==> config.mk <==
export PLATFORM = sky130hd
export DESIGN_NAME = bcd_calendar
export DESIGN_NICKNAME = d
export VERILOG_FILES = /design/src/rtl/bcd_calendar.sv
export SDC_FILE = /design/constraint.sdc
export NUM_CORES = 1
export LEC_CHECK = 0
export BUFFER_PORTS_ARGS = -buffer_cell sky130_fd_sc_hd__buf_4
export CELL_PAD_IN_SITES_DETAIL_PLACEMENT = 1
export CELL_PAD_IN_SITES_GLOBAL_PLACEMENT = 2
export CORE_ASPECT_RATIO = 0.6
export CORE_MARGIN = 3
export CORE_UTILIZATION = 34
export DETAILED_ROUTE_END_ITERATION = 8
export PLACE_DENSITY = 0.94
export SYNTH_ARGS = -nofsm -noshare
export SYNTH_HDL_FRONTEND = slang
export SYNTH_SLANG_ARGS = --single-unit
==> constraint.sdc <==
create_clock -name clk -period 5.4 [get_ports clk]
set_input_delay 0.54 -clock clk [delete_from_list [all_inputs] [get_ports clk]]
set_output_delay 0.54 -clock clk [all_outputs]
set_load 0.02 [all_outputs]
==> src/rtl/bcd_calendar.sv <==
module bcd_calendar #(
  parameter int TICKS_PER_SEC = 32768
) (
  input  logic        clk,
  input  logic        rst_n,
  input  logic        tick_en,
  input  logic        run,
  input  logic [6:0]  ld_sel,
  input  logic [7:0]  ld_data,
  input  logic [47:0] alarm_time,
  output logic [7:0]  sec,
  output logic [7:0]  min,
  output logic [7:0]  hour,
  output logic [7:0]  day,
  output logic [7:0]  mon,
  output logic [7:0]  year,
  output logic [2:0]  wday,
  output logic        ev_sec,
  output logic        ev_min,
  output logic        ev_hour,
  output logic        ev_day,
  output logic        alarm_hit,
  output logic        busy
);
  localparam int CW = (TICKS_PER_SEC > 1) ? $clog2(TICKS_PER_SEC) : 1;
  localparam logic [CW-1:0] LAST = CW'(TICKS_PER_SEC - 1);

  function automatic logic [7:0] bcd_inc(input logic [7:0] x);
    return (x[3:0] == 4'd9) ? {x[7:4] + 4'd1, 4'd0} : x + 8'd1;
  endfunction

  function automatic logic [7:0] month_len(input logic [7:0] m, input logic [7:0] y);
    logic [1:0] r;
    r = {y[4], 1'b0} + y[1:0];
    case (m)
      8'h02:                      return (r == 2'd0) ? 8'h29 : 8'h28;
      8'h04, 8'h06, 8'h09, 8'h11: return 8'h30;
      default:                    return 8'h31;
    endcase
  endfunction

  logic [CW-1:0] pre;
  logic          any_ld, advance, step;
  logic          c_min, c_hour, c_day, c_mon, c_year;
  logic [7:0]    n_sec, n_min, n_hour, n_day, n_mon, n_year;
  logic [2:0]    n_wday;

  assign any_ld  = |ld_sel;
  assign advance = run && tick_en && !any_ld;
  assign step    = advance && (pre == LAST);
  assign busy    = run && (pre == LAST);

  assign c_min  = sec == 8'h59;
  assign c_hour = c_min && (min == 8'h59);
  assign c_day  = c_hour && (hour == 8'h23);
  assign c_mon  = c_day && (day == month_len(mon, year));
  assign c_year = c_mon && (mon == 8'h12);

  assign n_sec  = c_min  ? 8'h00 : bcd_inc(sec);
  assign n_min  = c_hour ? 8'h00 : (c_min  ? bcd_inc(min)  : min);
  assign n_hour = c_day  ? 8'h00 : (c_hour ? bcd_inc(hour) : hour);
  assign n_day  = c_mon  ? 8'h01 : (c_day  ? bcd_inc(day)  : day);
  assign n_mon  = c_year ? 8'h01 : (c_mon  ? bcd_inc(mon)  : mon);
  assign n_year = !c_year ? year : ((year == 8'h99) ? 8'h00 : bcd_inc(year));
  assign n_wday = !c_day ? wday : ((wday == 3'd6) ? 3'd0 : wday + 3'd1);

  always_ff @(posedge clk) begin
    if (!rst_n) begin
      pre <= '0;
    end else if (ld_sel[1]) begin
      pre <= '0;
    end else if (advance) begin
      pre <= (pre == LAST) ? '0 : pre + CW'(1);
    end
  end

  always_ff @(posedge clk) begin
    if (!rst_n) begin
      sec <= 8'h00; min <= 8'h00; hour <= 8'h00;
      day <= 8'h01; mon <= 8'h01; year <= 8'h00; wday <= 3'd0;
    end else if (any_ld) begin
      if (ld_sel[0]) wday <= ld_data[2:0];
      if (ld_sel[1]) sec  <= ld_data;
      if (ld_sel[2]) min  <= ld_data;
      if (ld_sel[3]) hour <= ld_data;
      if (ld_sel[4]) day  <= ld_data;
      if (ld_sel[5]) mon  <= ld_data;
      if (ld_sel[6]) year <= ld_data;
    end else if (step) begin
      sec <= n_sec; min <= n_min; hour <= n_hour;
      day <= n_day; mon <= n_mon; year <= n_year; wday <= n_wday;
    end
  end

  always_ff @(posedge clk) begin
    if (!rst_n) begin
      ev_sec <= 1'b0; ev_min <= 1'b0; ev_hour <= 1'b0; ev_day <= 1'b0;
      alarm_hit <= 1'b0;
    end else begin
      ev_sec    <= step;
      ev_min    <= step && c_min;
      ev_hour   <= step && c_hour;
      ev_day    <= step && c_day;
      alarm_hit <= step && ({n_year, n_mon, n_day, n_hour, n_min, n_sec} == alarm_time);
    end
  end

  a_r2_frozen: assert property (@(posedge clk) disable iff (!rst_n)
    (!run && ld_sel == 7'd0) |=> $stable({sec, min, hour, day, mon, year, wday}));

  a_r7_min_implies_sec: assert property (@(posedge clk) disable iff (!rst_n)
    ev_min |-> (ev_sec && sec == 8'h00));

  a_r7_day_at_midnight: assert property (@(posedge clk) disable iff (!rst_n)
    ev_day |-> (ev_hour && hour == 8'h00 && min == 8'h00));

  a_r8_alarm_matches: assert property (@(posedge clk) disable iff (!rst_n)
    alarm_hit |-> (ev_sec && {year, mon, day, hour, min, sec} == alarm_time));

  a_r9_busy_precedes_step: assert property (@(posedge clk) disable iff (!rst_n)
    ($past(busy) && $past(tick_en) && $past(run) && $past(ld_sel) == 7'd0) |-> ev_sec);

  a_r10_sec_load: assert property (@(posedge clk) disable iff (!rst_n)
    ld_sel[1] |=> (sec == $past(ld_data) && !ev_sec));
endmodule

* Word level (Yosys, flattened, before mapping)
Index checks and enable logic that the tools add are counted.
Widths: inputs -> output; s select.
** Word-level totals
- Bits in registers :: 71
- Input bits :: 67
- Output and inout bits :: 57
- Logic and storage cells :: 125
** Operators by class
- $add $sub $neg :: 15
- Equal/unequal tests :: 27
- Mux-type cells :: 43
- Bitwise operators :: 1
- Reduce and logical (&&, ||, !) cells :: 26
** Operators by type and width (count)
- $mux 8 :: 35
- $add 8x1->8 const B :: 6
- $eq 48x48->1 :: 1
- $add 4x1->4 const B :: 6
- $eq 4x4->1 const B :: 6
- $eq 8x3->1 const B :: 2
- $eq 8x5->1 const B :: 2
- $eq 8x7->1 const B :: 2
- $add 15x1->15 const B :: 1
- $eq 15x15->1 const B :: 1
- $mux 15 :: 1
- $mux 3 :: 5
- $ne 2x2->1 const B :: 7
- $logic_and 1x1->1 :: 12
- $reduce_and 2->1 :: 6
- $pmux 5 s2 :: 1
- $eq 8x2->1 const B :: 1
- $eq 8x4->1 const B :: 1
- $eq 8x6->1 const B :: 1
- $eq 8x8->1 :: 1
- $eq 8x8->1 const B :: 1
- $reduce_or 7->1 :: 1
- $reduce_bool 2->1 :: 2
- $reduce_or 4->1 :: 1
- other kinds (9) :: 9

* Longest topological paths before layout
Gate-level depths: netlist of run 1.
- Word-level depth :: 10
- Gate-level depth with buffers :: 15

* Worst setup path after synthesis of run 1
No wires, ideal clock.
- Path type :: flip-flop to flip-flop
- Start :: reg mon[4]
- End :: reg alarm_hit
- Library setup time :: 0.088 ns
- Arrival :: 3.588 ns
- Slack :: 1.725 ns
- Stages on the path, launching flop included :: 12
- Buffers on the path :: 0
- Clock period less this slack :: 3.675 ns
- Cells stage by stage :: dfxtp_1 inv_1 ha_1 nor3b_1 a2111oi_0 o211ai_2 or4_1 o211ai_1 xor2_1 or4_1 or4_1 nor4_2
** On the way
- Longest elaborated chain between the ends :: 9
- Elaborated cells on any way between the ends :: 20
** Ends and longest elaborated chain
- start, declared :: RTL line 15 : output logic [7:0] mon,
- start signal, assigned :: RTL line 87 : if (ld_sel[5]) mon <= ld_data;
- start signal, assigned :: RTL line 91 : day <= n_day; mon <= n_mon; year <= n_year; wday <= n_wday;
- $eq 8x3->1, or another cell as far along :: RTL line 35 : case (m)
- $reduce_or 4->1 :: RTL line 35
- $pmux 5 s2 :: RTL line 35
- $eq 8x8->1 :: RTL line 56 : assign c_mon = c_day && (day == month_len(mon, year));
- $logic_and 1x1->1 :: RTL line 56
- $mux 8 / $logic_and 1x1->1 (equally long branches) :: RTL line 63, 57
- $mux 8 (on tied branches) :: RTL line 63, 64
- $eq 48x48->1 * :: RTL line 104 : alarm_hit <= step && ({n_year, n_mon, n_day, n_hour, n_min, n_sec} == alarm_time);
- $logic_and 1x1->1 * :: RTL line 104
- end signal, assigned :: RTL line 104
- end, declared :: RTL line 22 : output logic alarm_hit,
Every way passes the cells marked *; elsewhere a longest branch is shown, timed or not.
A chain may end at the register's enable or synchronous reset.

* Final worst setup path of run 1
Same ends and word-level chain as after synthesis.

==> results of run 1 <==
-- routing by layer --
layer | part of all wire | up-vias | GRT usage | wire [um]
met2 | 0.38 | 340 | 0.351 | 10400
met4 | 0.015 | 0 | 0.0456 | 408
met1 | 0.50 | 3466 | 0.427 | 13800
met5 | 0 | - | 0 | 0
li1 | - | 3311 | - | -
met3 | 0.10 | 30 | 0.0744 | 2750
-- critical path: stages (launching register included) --
cell      delay (ns)
dfxtp_1         0.43
inv_1           0.14
ha_1            0.17
nor3b_1         0.49
o211ai_1        0.31
and3_1          0.41
nor4_4          0.78
a21o_1          0.20
o221ai_1        0.10
or4_1           0.52
or4_1           0.42
nor4_2          0.28
-- power by group --
group	leakage (uW)	switching [uW]	internal, uW
Combinational	0.00210	217	159
Sequential	0.000583	63.7	546
Clock	0.000147	297	328
Total	0.00283	578	1030
-- final cells by class --
class                   instances  share of cell area
multi-input cells             710               0.598
flip-flops and latches         71               0.187
repair buffers                130               0.128
well taps                     234              0.0384
clock buffers                   9              0.0296
inverters                      21              0.0103
clock inverters                 7             0.00903
-- sequential cells by signal, summed over array words and instances, names as in the netlist --
register and flops:
year 8, mon 8, sec 8, hour 8, wday 3, alarm_hit 1, day 8, ev_day 1
ev_min 1, min 8, ev_hour 1, ev_sec 1, pre 15
-- cell families (layout without fill, tap and decap cells) --
group,after synthesis,after routing,share of synthesized area
AOI/OAI and AO/OA,238,238,0.250
xor gates and xnor gates,69,69,0.0964
adders and majority gates,15,15,0.0299
buffers and inverters,76,167,0.0475
DFF,71,71,0.227
muxes,9,9,0.0152
and+or+nand+nor,379,379,0.334
-- per-stage QoR --
stage	cell area, sq um	worst slack [ns]	util
6_report	7620	1.04	0.433
5_1_grt	7620	0.772	0.433
4_1_cts	7620	1.08	0.433
3_5_place_dp	7330	1.11	0.417
3_3_place_gp	7330	1.33	0.417
2_1_floorplan	6270	1.72	-
-- path summary, 6_finish.rpt --
check | end | slack [ns]
min | pre[14] | 0.48
max | alarm_hit | 1.04
min reg2reg | pre[14] | 0.48
max reg2reg | alarm_hit | 1.04
-- cell usage in the layout, fill, tap and decap left out, drive strengths merged, types with 6 or more instances in the layout --
cell type,Yosys,final
o22ai,7,7
nor2,78,78
nand4,18,18
nor2b,30,30
and2,18,18
nand2,69,69
a21oi,62,62
or3,6,6
o21ai,58,58
nor4b,6,6
clkbuf,46,9
inv,21,27
nor3b,6,6
and3,7,7
nor4,19,19
a22oi,9,9
o211ai,7,7
a31oi,6,6
dfxtp,71,71
nand3,31,31
xnor2,37,37
nand2b,14,14
nor3,38,38
a21boi,13,13
a211oi,18,18
or2,8,8
xor2,32,32
o31ai,7,7
o2111ai,6,6
ha,15,15
o21a,7,7
buf,9,130
==> metrics.txt, run 1 <==
status complete, no violations; register area 1420 sq um; # H-tree levels 3; GP Congestion 0.991; worst slew pin tran 1.09 ns; Final Critical Period 4.36 ns; Peak VDD IR 0.138 mV; Synth Instances 857; Async SR Flop Fraction 0; largest net degree at the start of global routing 55; final hold vios 0; Crit Path Category reg2reg; Max Clock Skew 0.00864 ns; Worst-path clk slew 0.07 ns; hpwl dp 21,200 um; max-slew violation count 0; RSZ-0062 raised after global routing no; PostCTS Resize Cnt 0; Diodes inserted 0; P&R area growth vs syn 21.5%; Die Ht 111 um; TritonCTS clock tree done; worst hold stages 2; DRC 0; via count 7,147; vias per inst 6.05; 1st-iter DRT viols 850; worst-skew pair later-pin latency 0.35 ns; area share of the largest cell type after synthesis 0.227; Design Power 1610 uW; first-pass GRT wire length 42,700 um; Ys Warns 0; vias in the first global route 6,971; most frequent cells after synthesis nor2_1 (78), dfxtp_1 (71), nand2_1 (69); min-delay src pre[14]; initial core utilization 0.356; number of enable flip-flop cells after synthesis 0; pwr dens 211 nW/um^2; Crit. Startpoint mon[4]; CORE AREA 17,600 sq um; crit path launch type flop; Site Rows 37; Initial DRT Pass Iterations 5; worst hold path class reg2reg; total of max-cap violations 0; Finished Layout Cells 1,182; R2R Path Start mon[4]; routed len/inst 23.2 um; total CTS buffers 9; Syn Nets 939; highest clock rate 230 MHz; final-layout fill cell count 2,223; Setup Buffers After CTS 0; Relative slew margins 0.272; Root Driver clkbuf_16; crit path capture type flop; final WL 27,400 um; I/O Buffers 123; prevailing post-synth register cell dfxtp_1; sequential share of the synthesized area 0.227; dpl cells 1,166; crit-path max FO 15; hold_ws 0.476 ns; die extent in x 181 um; net count reported at finish 1,025; leading area contributor after synthesis dfxtp_1; Yosys reg bits 71; fin crit share 0.806; r2r worst-path depth 11; Post-DRT Antenna Nets 0; post-synth design cell area 6270 sq um; CTS Buffer Depth 2; Final setup viols 0; I/O pin total 124; most common cell in the netlist nor2_1; CP arrival 4.62 ns; Die ar. 20,200 sq um; Critical Path RT 5.66 ns; CTS sink cnt 71; Setup TNS 0 ns; hold_buf cts 0; area of the multi-input gates 4560 sq um; synth top area cells dfxtp_1 (23%), xnor2_1 (5.2%), a21oi_1 (4.9%), nor2_1 (4.7%), xor2_1 (4.5%); total grt overflow 0; layout cell share with drive strength beyond 1 0.184; syn avg cell area 7.32 sq um; initial antenna violation count 0; Leak Pwr 0.00283 uW; Yosys cell types 80; gr usage total 0.268
Power figures use the tool's default switching activity.
==> inputs of run 2 (changes only) <==
--- a/config.mk
+++ b/config.mk
@@ -10,9 +10,9 @@
 export CELL_PAD_IN_SITES_GLOBAL_PLACEMENT = 2
 export CORE_ASPECT_RATIO = 0.6
 export CORE_MARGIN = 3
-export CORE_UTILIZATION = 34
+export CORE_UTILIZATION = 29
 export DETAILED_ROUTE_END_ITERATION = 8
-export PLACE_DENSITY = 0.94
+export PLACE_DENSITY = 0.86
 export SYNTH_ARGS = -nofsm -noshare
 export SYNTH_HDL_FRONTEND = slang
 export SYNTH_SLANG_ARGS = --single-unit
==> constraint.sdc (replaced) <==
create_clock -name clk -period 3.96 [get_ports clk]
set_input_delay 0.396 -clock clk [delete_from_list [all_inputs] [get_ports clk]]
set_output_delay 0.396 -clock clk [all_outputs]
set_load 0.02 [all_outputs]
==> run 2 against run 1 <==
  * Final cell count up 7.0%
  * Core utilization down 4.2 points
  * Die area up 16%
  * Design area up 5.9%
  * First-iteration DRC count down 7.2%
  * Combinational power up 60%
  * Clock power up 37%
  * Critical endpoint unchanged
  * Largest cell class unchanged
  * Highest routed layer unchanged
==> metrics.txt, run 2 (synthesis results as in run 1) <==
CORE AREA 20,600 sq um; largest net degree at the start of global routing 54; Setup Buffers After CTS 0; Max Clock Skew 0.0126 ns; crit path launch type flop; Diodes inserted 0; crit-path max FO 10; GP Congestion 0.974; first-pass GRT wire length 44,400 um; NetSw 809 uW; CTS Buffer Depth 2; P_int 1440 uW; initial antenna violation count 0; Largest Register pre; pwr dens 278 nW/um^2; final WL 29,200 um; crit path capture type flop; worst-skew pair later-pin latency 0.35 ns; max reg flops 15; worst slew pin tran 1.10 ns; final hold vios 0; Leak Pwr 0.00306 uW; Relative slew margins 0.267; worst-path cell chain or4bb_1, nor4_4, o211ai_4, or4_1, o211ai_1, xor2_1, or4_4, or4_1, nor4_2; DP Area 7720 sq um; hold_buf cts 0; CP max stage delay 0.57 ns; worst hold stages 3; part of the power in registers 0.352; Site Rows 40; CP dominant cell by count or4_1; most frequent cells in the layout buf_4 (173), nor2_1 (78), dfxtp_1 (71), nand2_1 (69), a21oi_1 (62); die extent in x 196 um; I/O pin total 124; initial core utilization 0.304; final instance area 8070 sq um; routed len/inst 23.1 um; fin crit share 0.951; Sw Share 0.361; Crit Path Category reg2reg; Die Ht 120 um; CTS sink cnt 71; vias per inst 5.81; layout cell share with drive strength beyond 1 0.230; total grt overflow 0; P&R area growth vs syn 28.7%; DRC 0; Peak VDD IR 0.202 mV; highest clock rate 266 MHz; total CTS buffers 9; TritonCTS clock tree done; Root Driver clkbuf_16; Clk pwr share 0.380; Comb pwr share 0.268; via count 7,350; Critical Path RT 4.23 ns; Final Critical Period 3.77 ns; Worst-path clk slew 0.07 ns; net count reported at finish 1,069; RSZ-0062 raised after global routing no; status complete, no violations; Initial DRT Pass Iterations 5; gr usage total 0.244; Setup TNS 0 ns; utilization after layout 0.392; Die ar. 23,500 sq um; commonest non-fill, non-tap cell in the layout buf_4; r2r worst-path depth 9; vias in the first global route 7,075; max-slew violation count 0; 1st-iter DRT viols 789; I/O Buffers 123; slowest CP cell dfxtp_1; M2 GR Usage 0.308; worst hold path class in2reg; # H-tree levels 3; GR met1 Demand/Resource 0.391; Final setup viols 0; r2r setup slk 0.19 ns; GRT Max-Usage Layer met1; GR Util met3 0.0802; Post-DRT Antenna Nets 0; total of max-cap violations 0; hpwl dp 22,900 um; CP arrival 4.03 ns
## run 2: cell types whose count changed in the layout (fill, tap and decap cells not counted), moves of 2 or more
cell,change
a2111oi_0,-2
nor3b_1,-2
buf_4,+43
nor3b_2,+2
## run 2: routing by layer
| metal | vias to the layer above | wire [um] |
|---|---|---|
| met1 | 3544 | 14900 |
| met3 | 31 | 3280 |
| met2 | 366 | 10700 |
| li1 | 3409 | - |
| met4 | 0 | 320 |
| met5 | - | 0 |
## run 2: per-stage QoR
step           hold slack [ns]  std cells  setup WS [ns]  total power (uW)
2_1_floorplan            0.440        857          0.285              1110
3_3_place_gp             0.456       1249          0.191              1380
3_5_place_dp             0.473       1249          0.124              1390
4_1_cts                  0.411       1265          0.112              2240
5_1_grt                  0.426       1265         0.0165              2330
6_report                 0.421       1265          0.194              2250
## run 2: final cells by class
type / count / area [sq um]
Sequential cell: 71 / 1420
Fill cell: 2554 / 12500
Tap cell: 273 / 342
Clock inverter: 7 / 68.8
Multi-Input combinational cell: 710 / 4620
Timing Repair Buffer: 174 / 1320
Clock buffer: 9 / 225
Inverter: 21 / 78.8
## run 2: repair_timing
item,CTS,global route
endpoints found under the hold margin,0,0
setup endpoints to repair,0,1
resized for setup,0,14
## run 2: worst paths after layout
kind              startpoint        end
hold / removal    ld_data[5]    hour[5]
hold reg to reg      pre[14]    pre[14]
setup reg to reg      day[3]  alarm_hit
setup / recovery      day[3]  alarm_hit
## run 2: worst max-delay path: cells and delay by family (launching register included)
kind                      cells  cell delay (ns)
and+or+nand+nor               6             2.51
DFF                           1             0.57
xor gates and xnor gates      1             0.11
AOI/OAI and AO/OA             2             0.47
## run 2: power by group through the flow
stage / logic [uW] / registers [uW] / clock network, uW
2_1_floorplan: 274 / 836 / 0
3_3_place_gp: 580 / 802 / 0
3_5_place_dp: 584 / 804 / 0
4_1_cts: 587 / 787 / 863
5_1_grt: 648 / 794 / 890
6_report: 602 / 790 / 854
==> inputs of run 3 (changes only) <==
--- a/config.mk
+++ b/config.mk
@@ -12,7 +12,7 @@
 export CORE_MARGIN = 3
 export CORE_UTILIZATION = 29
 export DETAILED_ROUTE_END_ITERATION = 8
-export PLACE_DENSITY = 0.86
+export PLACE_DENSITY_LB_ADDON = 0.1
 export SYNTH_ARGS = -nofsm -noshare
 export SYNTH_HDL_FRONTEND = slang
 export SYNTH_SLANG_ARGS = --single-unit
==> run 3 against run 2 <==
  * Clock-buffer cell count rose by 1
  * Clock power is 9.1% higher
  * Routed wire length grew 6.9%
  * First-iteration DRC count is 22% lower
  * Hold slack lost 0.022 ns
  * Sequential power is essentially flat
  * Final cell count is 0.95% higher
  * Clock skew rose by 0.0028 ns
  * Combinational power is 1% higher
  * Via count grew 0.79%
==> metrics.txt, run 3 (synthesis results as in run 1) <==
Die ar. 23,500 sq um; hold_ws 0.399 ns; Setup TNS 0 ns; max-slew violation count 0; Max Clock Skew 0.0153 ns; total grt overflow 0; Site Rows 40; via count 7,408; Leak Pwr 0.00315 uW; final WL 31,200 um; Final setup viols 0; vias per inst 5.80; CTS Buffer Depth 2; hpwl dp 24,800 um; worst-skew pair later-pin latency 0.36 ns; first-pass GRT wire length 47,200 um; Post-DRT Antenna Nets 0; Worst-path clk slew 0.07 ns; worst slew pin tran 1.19 ns; Design Power 2330 uW; initial antenna violation count 1; routed len/inst 24.5 um; total of max-cap violations 0; max reg flops 15; I/O Buffers 123; Final Critical Period 3.83 ns; worst hold stages 4; Initial DRT Pass Iterations 5; fin crit share 0.967; status complete, no violations; pwr dens 284 nW/um^2; P&R area growth vs syn 30.8%; TritonCTS clock tree done; Die Ht 120 um; Crit Path Category reg2reg; CTS sink cnt 71; 1st-iter DRT viols 619; final hold vios 0; Diodes inserted 0; highest clock rate 261 MHz; CP arrival 4.10 ns; Largest Register pre; net count reported at finish 1,082; Relative slew margins 0.205; DRC 0; CORE AREA 20,600 sq um; total CTS buffers 9; Critical Path RT 4.23 ns; most frequent cells in the layout buf_4 (186), nor2_1 (78), dfxtp_1 (71), nand2_1 (69), a21oi_1 (62); crit path launch type flop; I/O pin total 124; initial core utilization 0.304; crit path capture type flop; crit-path max FO 10; layout cell share with drive strength beyond 1 0.237; commonest non-fill, non-tap cell in the layout buf_4; Peak VDD IR 0.223 mV; DP Area 7790 sq um; die extent in x 196 um; largest net degree at the start of global routing 54; vias in the first global route 7,344; # H-tree levels 3; worst hold path class in2reg; r2r worst-path depth 9; Root Driver clkbuf_16; gr usage total 0.264; final instance area 8210 sq um; GP Congestion 0.955
[run 3: path summary, 6_finish.rpt]
path	startpoint	to	slack, ns
max	day[5]	alarm_hit	0.13
min	alarm_time[33]	alarm_hit	0.40
max reg2reg	day[5]	alarm_hit	0.13
min reg2reg	pre[14]	pre[14]	0.49
[run 3: what timing repair did]
item                                    in CTS  in global routing
endpoints found under the setup margin       0                  1
setup buffers                                0                  4
gates resized for setup                      0                 13
hold buffers                                 0                  0
[run 3: cell type report]
| class | count | area [sq um] |
|---|---|---|
| clock inverters | 5 | 82.6 |
| clock buffers | 10 | 239 |
| repair buffers | 187 | 1420 |
| fillers | 2565 | 12400 |
| multi-input cells | 710 | 4630 |
| well taps | 273 | 342 |
| flip-flops and latches | 71 | 1420 |
| inverters | 21 | 78.8 |
[run 3: layer usage]
| metal | up-vias | routed length (um) | GRT usage |
|---|---|---|---|
| met5 | - | 0 | 0 |
| met4 | 0 | 229 | 0.0383 |
| met3 | 25 | 2480 | 0.0629 |
| met2 | 257 | 12000 | 0.347 |
| met1 | 3705 | 16500 | 0.430 |
| li1 | 3421 | - | - |
[run 3: per-stage QoR]
step / setup WS (ns) / std cells / utilization
2_1_floorplan: 0.285 / 857 / -
6_report: 0.132 / 1277 / 0.398
4_1_cts: 0.0104 / 1273 / 0.393
3_3_place_gp: 0.286 / 1258 / 0.378
3_5_place_dp: 0.0617 / 1258 / 0.378
5_1_grt: -0.000445 / 1277 / 0.398
[run 3: critical path, cell delays in order, from the launching register on]
cell	delay [ns]
dfxtp_1	0.58
or4bb_1	0.59
nor4_4	0.34
o211ai_4	0.18
or4_1	0.51
o211ai_1	0.30
xor2_1	0.11
or4_1	0.42
or4_1	0.44
nor4_2	0.27
[run 3: power breakdown]
group	switching [uW]	internal [uW]	leakage, uW
combinational	363	247	0.00241
sequential	45.5	745	0.000583
clock	365	567	0.000159
total	774	1560	0.00315
